## src/rtl/remap_pkg.sv

```systemverilog
package remap_pkg;
    // register port word offsets
    localparam logic [2:0] OFS_CTRL   = 3'd0;
    localparam logic [2:0] OFS_STAT   = 3'd1;
    localparam logic [2:0] OFS_ENS_LO = 3'd2;
    localparam logic [2:0] OFS_ENS_HI = 3'd3;
    localparam logic [2:0] OFS_ENC_LO = 3'd4;
    localparam logic [2:0] OFS_ENC_HI = 3'd5;
    localparam logic [2:0] OFS_MASK   = 3'd6;

    // control bits (write-one pulses)
    localparam int CB_ON     = 0;
    localparam int CB_OFF    = 1;
    localparam int CB_SETUP  = 2;
    localparam int CB_NORMAL = 3;

    // status bits
    localparam int SB_ON    = 0;
    localparam int SB_SETUP = 1;
    localparam int SB_ERR   = 2;

    typedef enum logic {FWD_IDLE, FWD_BUSY} fwd_state_e;

    typedef struct packed {
        logic [31:0] addr;
        logic        we;
        logic [31:0] wdata;
    } pb_cmd_t;

    function automatic logic target_allowed(input logic [31:0] tgt, input logic [31:0] floor);
        return tgt >= floor;
    endfunction
endpackage

```

## src/rtl/remap_ctrl_regs.sv

```systemverilog
module remap_ctrl_regs
    import remap_pkg::*;
#(
    parameter int NCH = 16
) (
    input  logic           clk,
    input  logic           rst,
    input  logic           reg_sel,
    input  logic           reg_we,
    input  logic [2:0]     reg_addr,
    input  logic [31:0]    reg_wdata,
    output logic [31:0]    reg_rdata,
    input  logic           err_set,
    output logic           unit_on,
    output logic           setup_mode,
    output logic [NCH-1:0] ch_en,
    output logic           err_flag,
    output logic           irq
);
    localparam int HALF = NCH / 2;

    logic           wr;
    logic           mask_q;
    logic [NCH-1:0] set_vec, clr_vec;
    logic           unused_hi;

    assign wr        = reg_sel && reg_we;
    assign unused_hi = ^reg_wdata[31:HALF];

    always_comb begin
        set_vec = '0;
        clr_vec = '0;
        if (wr) begin
            case (reg_addr)
                OFS_ENS_LO: set_vec[HALF-1:0]   = reg_wdata[HALF-1:0];
                OFS_ENS_HI: set_vec[NCH-1:HALF] = reg_wdata[HALF-1:0];
                OFS_ENC_LO: clr_vec[HALF-1:0]   = reg_wdata[HALF-1:0];
                OFS_ENC_HI: clr_vec[NCH-1:HALF] = reg_wdata[HALF-1:0];
                default: ;
            endcase
        end
    end

    always_ff @(posedge clk) begin
        if (rst) begin
            unit_on    <= 1'b0;
            setup_mode <= 1'b0;
            ch_en      <= '0;
            err_flag   <= 1'b0;
            mask_q     <= 1'b0;
        end else begin
            if (wr && reg_addr == OFS_CTRL) begin
                if (reg_wdata[CB_ON])          unit_on    <= 1'b1;
                else if (reg_wdata[CB_OFF])    unit_on    <= 1'b0;
                if (reg_wdata[CB_SETUP])       setup_mode <= 1'b1;
                else if (reg_wdata[CB_NORMAL]) setup_mode <= 1'b0;
            end
            ch_en <= (ch_en | set_vec) & ~clr_vec;
            if (err_set)
                err_flag <= 1'b1;
            else if (wr && reg_addr == OFS_STAT && reg_wdata[SB_ERR])
                err_flag <= 1'b0;
            if (wr && reg_addr == OFS_MASK)
                mask_q <= reg_wdata[0];
        end
    end

    assign irq = err_flag && mask_q;

    always_comb begin
        reg_rdata = '0;
        case (reg_addr)
            OFS_STAT: begin
                reg_rdata[SB_ON]    = unit_on;
                reg_rdata[SB_SETUP] = setup_mode;
                reg_rdata[SB_ERR]   = err_flag;
            end
            OFS_ENS_LO: reg_rdata[HALF-1:0] = ch_en[HALF-1:0];
            OFS_ENS_HI: reg_rdata[HALF-1:0] = ch_en[NCH-1:HALF];
            OFS_MASK:   reg_rdata[0]        = mask_q;
            default: ;
        endcase
    end

    AST_UNIT_ON: assert property (@(posedge clk) disable iff (rst)
        (wr && reg_addr == OFS_CTRL && reg_wdata[CB_ON]) |=> unit_on);
    AST_SETUP_ENTER: assert property (@(posedge clk) disable iff (rst)
        (wr && reg_addr == OFS_CTRL && reg_wdata[CB_SETUP]) |=> setup_mode);
    AST_ERR_STICKY: assert property (@(posedge clk) disable iff (rst)
        (err_flag && !(wr && reg_addr == OFS_STAT && reg_wdata[SB_ERR])) |=> err_flag);
endmodule

```

## src/rtl/remap_target_bank.sv

```systemverilog
module remap_target_bank #(
    parameter int NCH  = 16,
    parameter int IDXW = $clog2(NCH)
) (
    input  logic            clk,
    input  logic            rst,
    input  logic            wr_en,
    input  logic [IDXW-1:0] wr_idx,
    input  logic [31:0]     wr_data,
    input  logic [IDXW-1:0] rd_idx,
    output logic [31:0]     rd_data
);
    logic [31:0] tgt [NCH];

    for (genvar g = 0; g < NCH; g++) begin : g_chan
        always_ff @(posedge clk) begin
            if (rst)
                tgt[g] <= '0;
            else if (wr_en && wr_idx == IDXW'(g))
                tgt[g] <= wr_data;
        end
    end

    assign rd_data = tgt[rd_idx];
endmodule

```

## src/rtl/remap_fwd_engine.sv

```systemverilog
module remap_fwd_engine
    import remap_pkg::*;
#(
    parameter int          NCH   = 16,
    parameter int          IDXW  = $clog2(NCH),
    parameter logic [31:0] BASE  = 32'h4000_0000,
    parameter logic [31:0] FLOOR = 32'hFFFC_0000
) (
    input  logic            clk,
    input  logic            rst,
    input  logic            hs_valid,
    input  logic            hs_we,
    input  logic [31:0]     hs_addr,
    input  logic [31:0]     hs_wdata,
    output logic [31:0]     hs_rdata,
    output logic            hs_done,
    output logic            hs_err,
    output logic            hs_wait,
    input  logic            unit_on,
    input  logic            setup_mode,
    input  logic [NCH-1:0]  ch_en,
    output logic [IDXW-1:0] idx,
    output logic            tgt_we,
    input  logic [31:0]     tgt_rdata,
    output logic            pb_req,
    output logic            pb_we,
    output logic [31:0]     pb_addr,
    output logic [31:0]     pb_wdata,
    input  logic [31:0]     pb_rdata,
    input  logic            pb_ack
);
    localparam int WIN_LSB = 2 + IDXW;

    fwd_state_e state;
    pb_cmd_t    cmd;
    logic       in_win, fwd_ok, accept;

    assign idx    = hs_addr[WIN_LSB-1:2];
    assign in_win = (hs_addr[31:WIN_LSB] == BASE[31:WIN_LSB]) && (hs_addr[1:0] == 2'b00);
    assign fwd_ok = in_win && unit_on && ch_en[idx] && target_allowed(tgt_rdata, FLOOR);
    assign accept = (state == FWD_IDLE) && hs_valid && !setup_mode && fwd_ok;

    always_comb begin
        hs_done  = 1'b0;
        hs_err   = 1'b0;
        hs_rdata = '0;
        tgt_we   = 1'b0;
        if (state == FWD_BUSY) begin
            if (pb_ack) begin
                hs_done  = 1'b1;
                hs_rdata = pb_rdata;
            end
        end else if (hs_valid) begin
            if (setup_mode && in_win) begin
                hs_done  = 1'b1;
                tgt_we   = hs_we;
                hs_rdata = hs_we ? '0 : tgt_rdata;
            end else if (setup_mode || !fwd_ok) begin
                hs_done = 1'b1;
                hs_err  = 1'b1;
            end
        end
    end

    assign hs_wait = (hs_valid || state == FWD_BUSY) && !hs_done;

    always_ff @(posedge clk) begin
        if (rst) begin
            state <= FWD_IDLE;
            cmd   <= '0;
        end else begin
            case (state)
                FWD_IDLE: if (accept) begin
                    state <= FWD_BUSY;
                    cmd   <= '{addr: tgt_rdata, we: hs_we, wdata: hs_wdata};
                end
                FWD_BUSY: if (pb_ack) state <= FWD_IDLE;
                default:  state <= FWD_IDLE;
            endcase
        end
    end

    assign pb_req   = (state == FWD_BUSY);
    assign pb_we    = cmd.we;
    assign pb_addr  = cmd.addr;
    assign pb_wdata = cmd.wdata;

    AST_PB_HOLD: assert property (@(posedge clk) disable iff (rst)
        (pb_req && !pb_ack) |=> (pb_req && $stable(pb_addr) && $stable(pb_we)));
    AST_PB_RANGE: assert property (@(posedge clk) disable iff (rst)
        pb_req |-> (pb_addr >= FLOOR));
endmodule

```

## src/rtl/bus_remap_unit.sv

```systemverilog
module bus_remap_unit
    import remap_pkg::*;
#(
    parameter int          NCH   = 16,
    parameter logic [31:0] BASE  = 32'h4000_0000,
    parameter logic [31:0] FLOOR = 32'hFFFC_0000
) (
    input  logic        clk,
    input  logic        rst,
    input  logic        reg_sel,
    input  logic        reg_we,
    input  logic [2:0]  reg_addr,
    input  logic [31:0] reg_wdata,
    output logic [31:0] reg_rdata,
    input  logic        hs_valid,
    input  logic        hs_we,
    input  logic [31:0] hs_addr,
    input  logic [31:0] hs_wdata,
    output logic [31:0] hs_rdata,
    output logic        hs_done,
    output logic        hs_err,
    output logic        hs_wait,
    output logic        pb_req,
    output logic        pb_we,
    output logic [31:0] pb_addr,
    output logic [31:0] pb_wdata,
    input  logic [31:0] pb_rdata,
    input  logic        pb_ack,
    output logic        irq
);
    localparam int IDXW = $clog2(NCH);

    logic            unit_on, setup_mode, err_flag, tgt_we;
    logic [NCH-1:0]  ch_en;
    logic [IDXW-1:0] idx;
    logic [31:0]     tgt_rdata;

    remap_ctrl_regs #(.NCH(NCH)) u_regs (
        .clk(clk), .rst(rst),
        .reg_sel(reg_sel), .reg_we(reg_we), .reg_addr(reg_addr),
        .reg_wdata(reg_wdata), .reg_rdata(reg_rdata),
        .err_set(hs_err),
        .unit_on(unit_on), .setup_mode(setup_mode), .ch_en(ch_en),
        .err_flag(err_flag), .irq(irq)
    );

    remap_target_bank #(.NCH(NCH), .IDXW(IDXW)) u_bank (
        .clk(clk), .rst(rst),
        .wr_en(tgt_we), .wr_idx(idx), .wr_data(hs_wdata),
        .rd_idx(idx), .rd_data(tgt_rdata)
    );

    remap_fwd_engine #(.NCH(NCH), .IDXW(IDXW), .BASE(BASE), .FLOOR(FLOOR)) u_fwd (
        .clk(clk), .rst(rst),
        .hs_valid(hs_valid), .hs_we(hs_we), .hs_addr(hs_addr), .hs_wdata(hs_wdata),
        .hs_rdata(hs_rdata), .hs_done(hs_done), .hs_err(hs_err), .hs_wait(hs_wait),
        .unit_on(unit_on), .setup_mode(setup_mode), .ch_en(ch_en),
        .idx(idx), .tgt_we(tgt_we), .tgt_rdata(tgt_rdata),
        .pb_req(pb_req), .pb_we(pb_we), .pb_addr(pb_addr), .pb_wdata(pb_wdata),
        .pb_rdata(pb_rdata), .pb_ack(pb_ack)
    );

    AST_FWD_NORMAL_ONLY: assert property (@(posedge clk) disable iff (rst)
        $rose(pb_req) |-> ($past(unit_on) && !$past(setup_mode)));
    AST_ERR_FLAGGED: assert property (@(posedge clk) disable iff (rst)
        hs_err |=> err_flag);
endmodule

```

## config.mk

```make
export PLATFORM = sky130hd
export DESIGN_NAME = bus_remap_unit
export DESIGN_NICKNAME = d
export VERILOG_FILES = /design/src/rtl/remap_pkg.sv /design/src/rtl/remap_ctrl_regs.sv /design/src/rtl/remap_target_bank.sv /design/src/rtl/remap_fwd_engine.sv /design/src/rtl/bus_remap_unit.sv
export SDC_FILE = /design/constraint.sdc
export NUM_CORES = 1
export LEC_CHECK = 0
export ABC_CLOCK_PERIOD_IN_PS = 8400
export CORE_AREA = 2 2 227 229
export CTS_BUF_LIST = sky130_fd_sc_hd__clkbuf_8
export DETAILED_ROUTE_END_ITERATION = 7
export DIE_AREA = 0 0 229 231
export GPL_ROUTABILITY_DRIVEN = 0
export PLACE_DENSITY_LB_ADDON = 0.12
export SYNTH_ARGS = -nofsm -noshare
export SYNTH_HDL_FRONTEND = slang
export SYNTH_SLANG_ARGS = --single-unit
export TNS_END_PERCENT = 5
```

## constraint.sdc

```tcl
create_clock -name clk -period 8.4 [get_ports clk]
set_input_delay 1.26 -clock clk [delete_from_list [all_inputs] [get_ports clk]]
set_output_delay 1.26 -clock clk [all_outputs]
set_load 0.02 [all_outputs]
```

==> results of run 1 <==
==> layer usage <==
| layer | wire length [um] | vias to the layer above | GRT usage |
|---|---|---|---|
| met2 | 36040 | 905 | 0.4605 |
| met3 | 6489 | 131 | 0.04570 |
| li1 | - | 7426 | - |
| met4 | 2349 | 0 | 0.1061 |
| met5 | 0 | - | 0 |
| met1 | 30270 | 8682 | 0.3987 |
==> Yosys cell counts, types with 16 or more instances <==
| cell type | n |
|---|---|
| dfxtp_1 | 86 |
| a22o_1 | 32 |
| buf_2 | 28 |
| nand2_1 | 33 |
| nor3_1 | 16 |
| mux4_2 | 150 |
| nand4b_1 | 51 |
| edfxtp_1 | 512 |
| a22oi_1 | 34 |
| buf_4 | 28 |
| a21oi_1 | 32 |
| nand2b_1 | 58 |
| o21ai_1 | 25 |
| and2_1 | 516 |
| clkbuf_1 | 120 |
| o21ai_0 | 58 |
| nor2_1 | 42 |
==> worst paths after layout <==
check | start | to | slack (ns) | cells past startpoint
setup / recovery | hs_addr[16] | hs_rdata[0] | 2.07 | 8
hold / removal | u_fwd.pb_addr[29]$_SDFFE_PP0P_ | u_fwd.pb_addr[29]$_SDFFE_PP0P_ | 0.46 | 2
setup reg to reg | u_fwd.pb_req$_SDFF_PP0_ | u_bank.tgt[6][24]$_SDFFCE_PN0P_ | 4.66 | 6
hold reg to reg | u_fwd.pb_addr[29]$_SDFFE_PP0P_ | u_fwd.pb_addr[29]$_SDFFE_PP0P_ | 0.46 | 2
==> flip-flops by register name, summed over array words and instances, names as in the netlist <==
signal / flops
u_bank.tgt: 512
u_fwd.pb_addr: 32
u_fwd.pb_wdata: 32
u_regs.ch_en: 16
u_fwd.pb_req: 1
u_fwd.pb_we: 1
u_regs.err_flag: 1
u_regs.mask_q: 1
u_regs.setup_mode: 1
u_regs.unit_on: 1
==> worst max-delay path, stage by stage <==
cell,delay (ns)
clkdlybuf4s50_1,0.46
nor4_1,0.31
nand4_1,0.22
nor3_2,0.41
nor3b_2,1.10
buf_4,0.42
a22o_1,0.24
clkdlybuf4s50_1,0.62
==> through the flow <==
stage / std cells / setup WS (ns)
CTS: 2869 / 1.977
global placement: 2693 / 2.101
global route: 2870 / 1.850
finish: 2872 / 2.070
detailed placement: 2693 / 1.979
floorplan: 1936 / 3.761
==> where the power goes <==
group          switching [mW]  internal (mW)  total [mW]
registers              0.0250           3.30        3.33
clock network            1.14           1.13        2.27
logic                   0.273          0.183       0.455
==> kinds of logic after synthesis <==
| logic type | count (synthesis) | synth area share |
|---|---|---|
| and+or+nand+nor | 746 | 0.1681 |
| muxes | 159 | 0.1264 |
| other | 1 | 0.0001366 |
| AOI/OAI and AO/OA | 201 | 0.04593 |
| buffers and inverters | 208 | 0.03682 |
| DFF | 598 | 0.6226 |
==> layout make-up <==
cell class	instances	area, sq um	area share
Antenna cell	3	7.507	0.0002345
Clock inverter	76	342.8	0.01071
Clock buffer	100	1376	0.04299
Multi-Input combinational cell	1130	9671	0.3021
Inverter	6	22.52	0.0007035
Timing Repair Buffer	279	2646	0.08266
Tap cell	680	850.8	0.02658
Sequential cell	598	17100	0.5340
==> impl_metrics.ini, run 1 <==
[layout]
fin_nets = 2248
fill_cells = 3812
area_growth_pct = 16.59
finalInstanceArea_sq_um = 32010
final_common_cell = and2_1
final_cell_mix = and2_1 (516), edfxtp_1 (512), clkdlybuf4s50_1 (219), mux4_2 (150), clkbuf_8 (101)
utilization = 0.6317
drive_gt1_frac = 0.1690

[synthesis]
synthCells = 1913
synth_area_per_cell_sq_um = 14.35
yosys.area.top_type = edfxtp_1
yosysSeqAreaShare = 0.6226
synthArstFlopShare = 0
synthFlopType = edfxtp_1
synth_area_leaders = edfxtp_1 (56%), mux4_2 (12%), and2_1 (12%)
synth-edff-count = 512
yosys.area.top_type_share = 0.5599
ys_warn_count = 0
synth.distinct_cells = 42
ys_ff_latch = 598
syn_area_sq_um = 27460

[global_routing]
grt_pass1_vias = 17190
grt.total_usage = 0.2865
antenna_found_initial = 4
grt_remaining_overflow = 0
grt_pass1_wl_um = 110600
grt_max_degree = 118

[drt]
drt_iter0_drc = 2118
dr.pass1.iters = 5
drt-total-wl_um = 75140
viasPerCell = 5.969
drtAntennaViolNets = 0
detailroute.via_count = 17140
wl_per_cell_um = 26.16
drc = 0

[critical_path]
required_ns = 7.14
critical_path_peak_fanout = 18
start_kind = input port
critPathArrivalTime_ns = 5.07
end_kind = output port
criticalPathCategory = in2out

[timing]
slew_headroom = 0.1046
setup_tns_ns = 0
finalHoldViolations = 0
slew_violations = 0
layout_min_cycle_time_ns = 6.330
tightest_slew_ns = 1.336
holdWs_ns = 0.4612
rsz0062_at_grt = no
fin_crit_sh = 0.7536
fmax_mhz = 158.0
setup_viol = 0
skew_ns = 0.02914

[die]
die_y_um = 231
start_util = 0.5418
rows = 83
die-area_sq_um = 52900
ios = 272
core_area_sq_um = 50680
die_x_um = 229

[pwr]
power_mw = 6.049
power.leakage_nw = 11.50
peakVddDrop_mv = 0.09454
power_density_nw_per_um2 = 189.0

[placed_design]
io_buffers = 223
dpl-instance-area_sq_um = 30290
dp_hpwl_um = 46120

[clock_tree]
cts_tree = done
cts_made_buffers = 95
postCtsSetupBuffers = 0
clk_path_buf_depth = 3
post_cts_resize_count = 0
path_clk_slew_ns = 0.05
postCtsHoldBufs = 0
clk_latency_ns = 0.68
cts.sinks = 598
htreeDepth = 3
cts_root_buf = clkbuf_8

[worst_hold_path]
hp-class = reg2reg

[outcome]
status = complete, no violations

[job]
max-cap-violations = 0
Power figures use the tool's default switching activity.
==> run 2: changes to the inputs <==
ABC_CLOCK_PERIOD_IN_PS = 5400   (was 8400)
CORE_AREA = 2 2 229 231   (was 2 2 227 229)
DIE_AREA = 0 0 231 233   (was 0 0 229 231)
clock period = 5.4 ns   (was 8.4 ns; I/O delays follow)
==> run 2 against run 1 <==
Sequential power grew 55%; via count grew 0.57%; non-clock buffer count grew 18; worst setup slack lost 1.4 ns; combinational power grew 62%; clock-buffer cell count grew 9; register-to-register slack lost 2.5 ns; clock power grew 59%; sequential share of layout area shrank 0.64 points; power grew 58%; critical path type unchanged; critical endpoint is now hs_wait; largest power group unchanged.
==> impl_metrics.ini, run 2 (same netlist as run 1, synthesis figures left out) <==
[pwr]
peakVddDrop_mv = 0.1853
power.leakage_nw = 11.73
power_mw = 9.530
power_density_nw_per_um2 = 294.1

[placed_design]
dp_hpwl_um = 46430
pre_cts_ws_ns = 0.6378
io_buffers = 223

[timing]
finalHoldViolations = 0
tightest_slew_ns = 1.138
fin_crit_sh = 0.8807
slew_violations = 0
skew_ns = 0.03932
setup_viol = 0
slew_headroom = 0.2412
setup_tns_ns = 0
rsz0062_at_grt = no
layout_min_cycle_time_ns = 4.756
fmax_mhz = 210.3
fin_ws_ns = 0.6440

[drt]
dr.pass1.iters = 5
wl_per_cell_um = 26.23
drc = 0
drt_iter0_drc = 1982
viasPerCell = 5.962
drtAntennaViolNets = 0
drt-total-wl_um = 75850
detailroute.via_count = 17240

[global_routing]
antenna_found_initial = 5
grt_remaining_overflow = 0
grt_pass1_vias = 17430
grt.total_usage = 0.2847
grt_max_degree = 122
grt_pass1_wl_um = 111100

[critical_path]
criticalPathCategory = in2out
cp_cell_sequence = clkdlybuf4s50_1, nor2b_1, buf_4, a22oi_1, nand2_1, nand4_1, nor4_4, nand2_1, nand2_1, clkdlybuf4s50_1
max_stage_delay_ns = 0.63
critical_path_peak_fanout = 16
cp_common_cell = nand2_1
required_ns = 4.59
critPathArrivalTime_ns = 3.95
start_kind = input port
end_kind = output port
crit_slowest_cell = clkdlybuf4s50_1

[layout]
fin_nets = 2270
area_growth_pct = 17.99
final_cell_mix = and2_1 (516), edfxtp_1 (512), clkdlybuf4s50_1 (219), mux4_2 (150), clkbuf_8 (110)
utilization = 0.6341
regMostFlops = u_bank.tgt
fill_cells = 3836
drive_gt1_frac = 0.1764
largest_reg_flops = 512
final_common_cell = and2_1

[die]
die_y_um = 233
core_area_sq_um = 51090
rows = 83
die_x_um = 231
die-area_sq_um = 53820
ios = 272
start_util = 0.5374

[job]
max-cap-violations = 0

[clock_tree]
path_clk_slew_ns = 0.06
cts.sinks = 598
htreeDepth = 3
clk_path_buf_depth = 3
cts_tree = done
postCtsHoldBufs = 0
post_cts_resize_count = 0
postCtsSetupBuffers = 0
clk_latency_ns = 0.69
cts_made_buffers = 99
cts_root_buf = clkbuf_8

[worst_hold_path]
hp-class = reg2reg

[outcome]
status = complete, no violations
==> run 2: worst max-delay path: cells and delay by family <==
kind / cells / cell delay (ns)
AO/OA/AOI/OAI: 1 / 0.15
buffers and inverters: 3 / 1.53
AND/OR/NAND/NOR: 6 / 1.42
==> run 2: final timing paths <==
| kind | startpoint | to | slack, ns | depth (start not counted) |
|---|---|---|---|---|
| worst max-delay path | hs_addr[5] | hs_wait | 0.64 | 10 |
| worst min register to register | u_fwd.pb_addr[16]$_SDFFE_PP0P_ | u_fwd.pb_addr[16]$_SDFFE_PP0P_ | 0.46 | 2 |
| worst min-delay path | u_fwd.pb_addr[16]$_SDFFE_PP0P_ | u_fwd.pb_addr[16]$_SDFFE_PP0P_ | 0.46 | 2 |
| worst max register to register | u_fwd.pb_req$_SDFF_PP0_ | u_bank.tgt[9][11]$_SDFFCE_PN0P_ | 2.20 | 5 |
==> run 2: final cells by class <==
| cell class | count | area, sq um | area share |
|---|---|---|---|
| Clock inverter | 71 | 289.0 | 0.008921 |
| Tap cell | 680 | 850.8 | 0.02626 |
| Antenna cell | 1 | 2.502 | 0.00007724 |
| Clock buffer | 109 | 1500 | 0.04630 |
| Multi-Input combinational cell | 1130 | 9669 | 0.2984 |
| Inverter | 6 | 22.52 | 0.0006951 |
| Timing Repair Buffer | 297 | 2969 | 0.09164 |
| Sequential cell | 598 | 17100 | 0.5277 |
==> run 2: routing by layer <==
metal | share of wire | vias up | GRT usage
met1 | 0.40 | 8775 | 0.3952
met4 | 0.023 | 2 | 0.08548
li1 | - | 7468 | -
met5 | 0.00015 | - | 0
met3 | 0.098 | 130 | 0.05784
met2 | 0.47 | 866 | 0.4575
==> run 2: where the power goes <==
group	internal, mW	leakage [nW]	switching (mW)
clock	1.84	1.06	1.78
sequential	5.13	5.95	0.0387
combinational	0.303	4.72	0.433
total	7.28	11.7	2.25
==> run 2: stage by stage <==
stage	cell area [sq um]	hold slack, ns	std cells
floorplan	27550	0.4514	1936
global placement	30610	0.4479	2711
detailed placement	30610	0.4531	2711
CTS	32400	0.4643	2891
global route	32400	0.4923	2891
finish	32400	0.4643	2892
==> run 3: changes to the inputs <==
SKIP_CTS_REPAIR_TIMING = 1   (was unset)
==> results of run 3 <==
The final DEF is identical to that of run 2; final timing and power are the same.
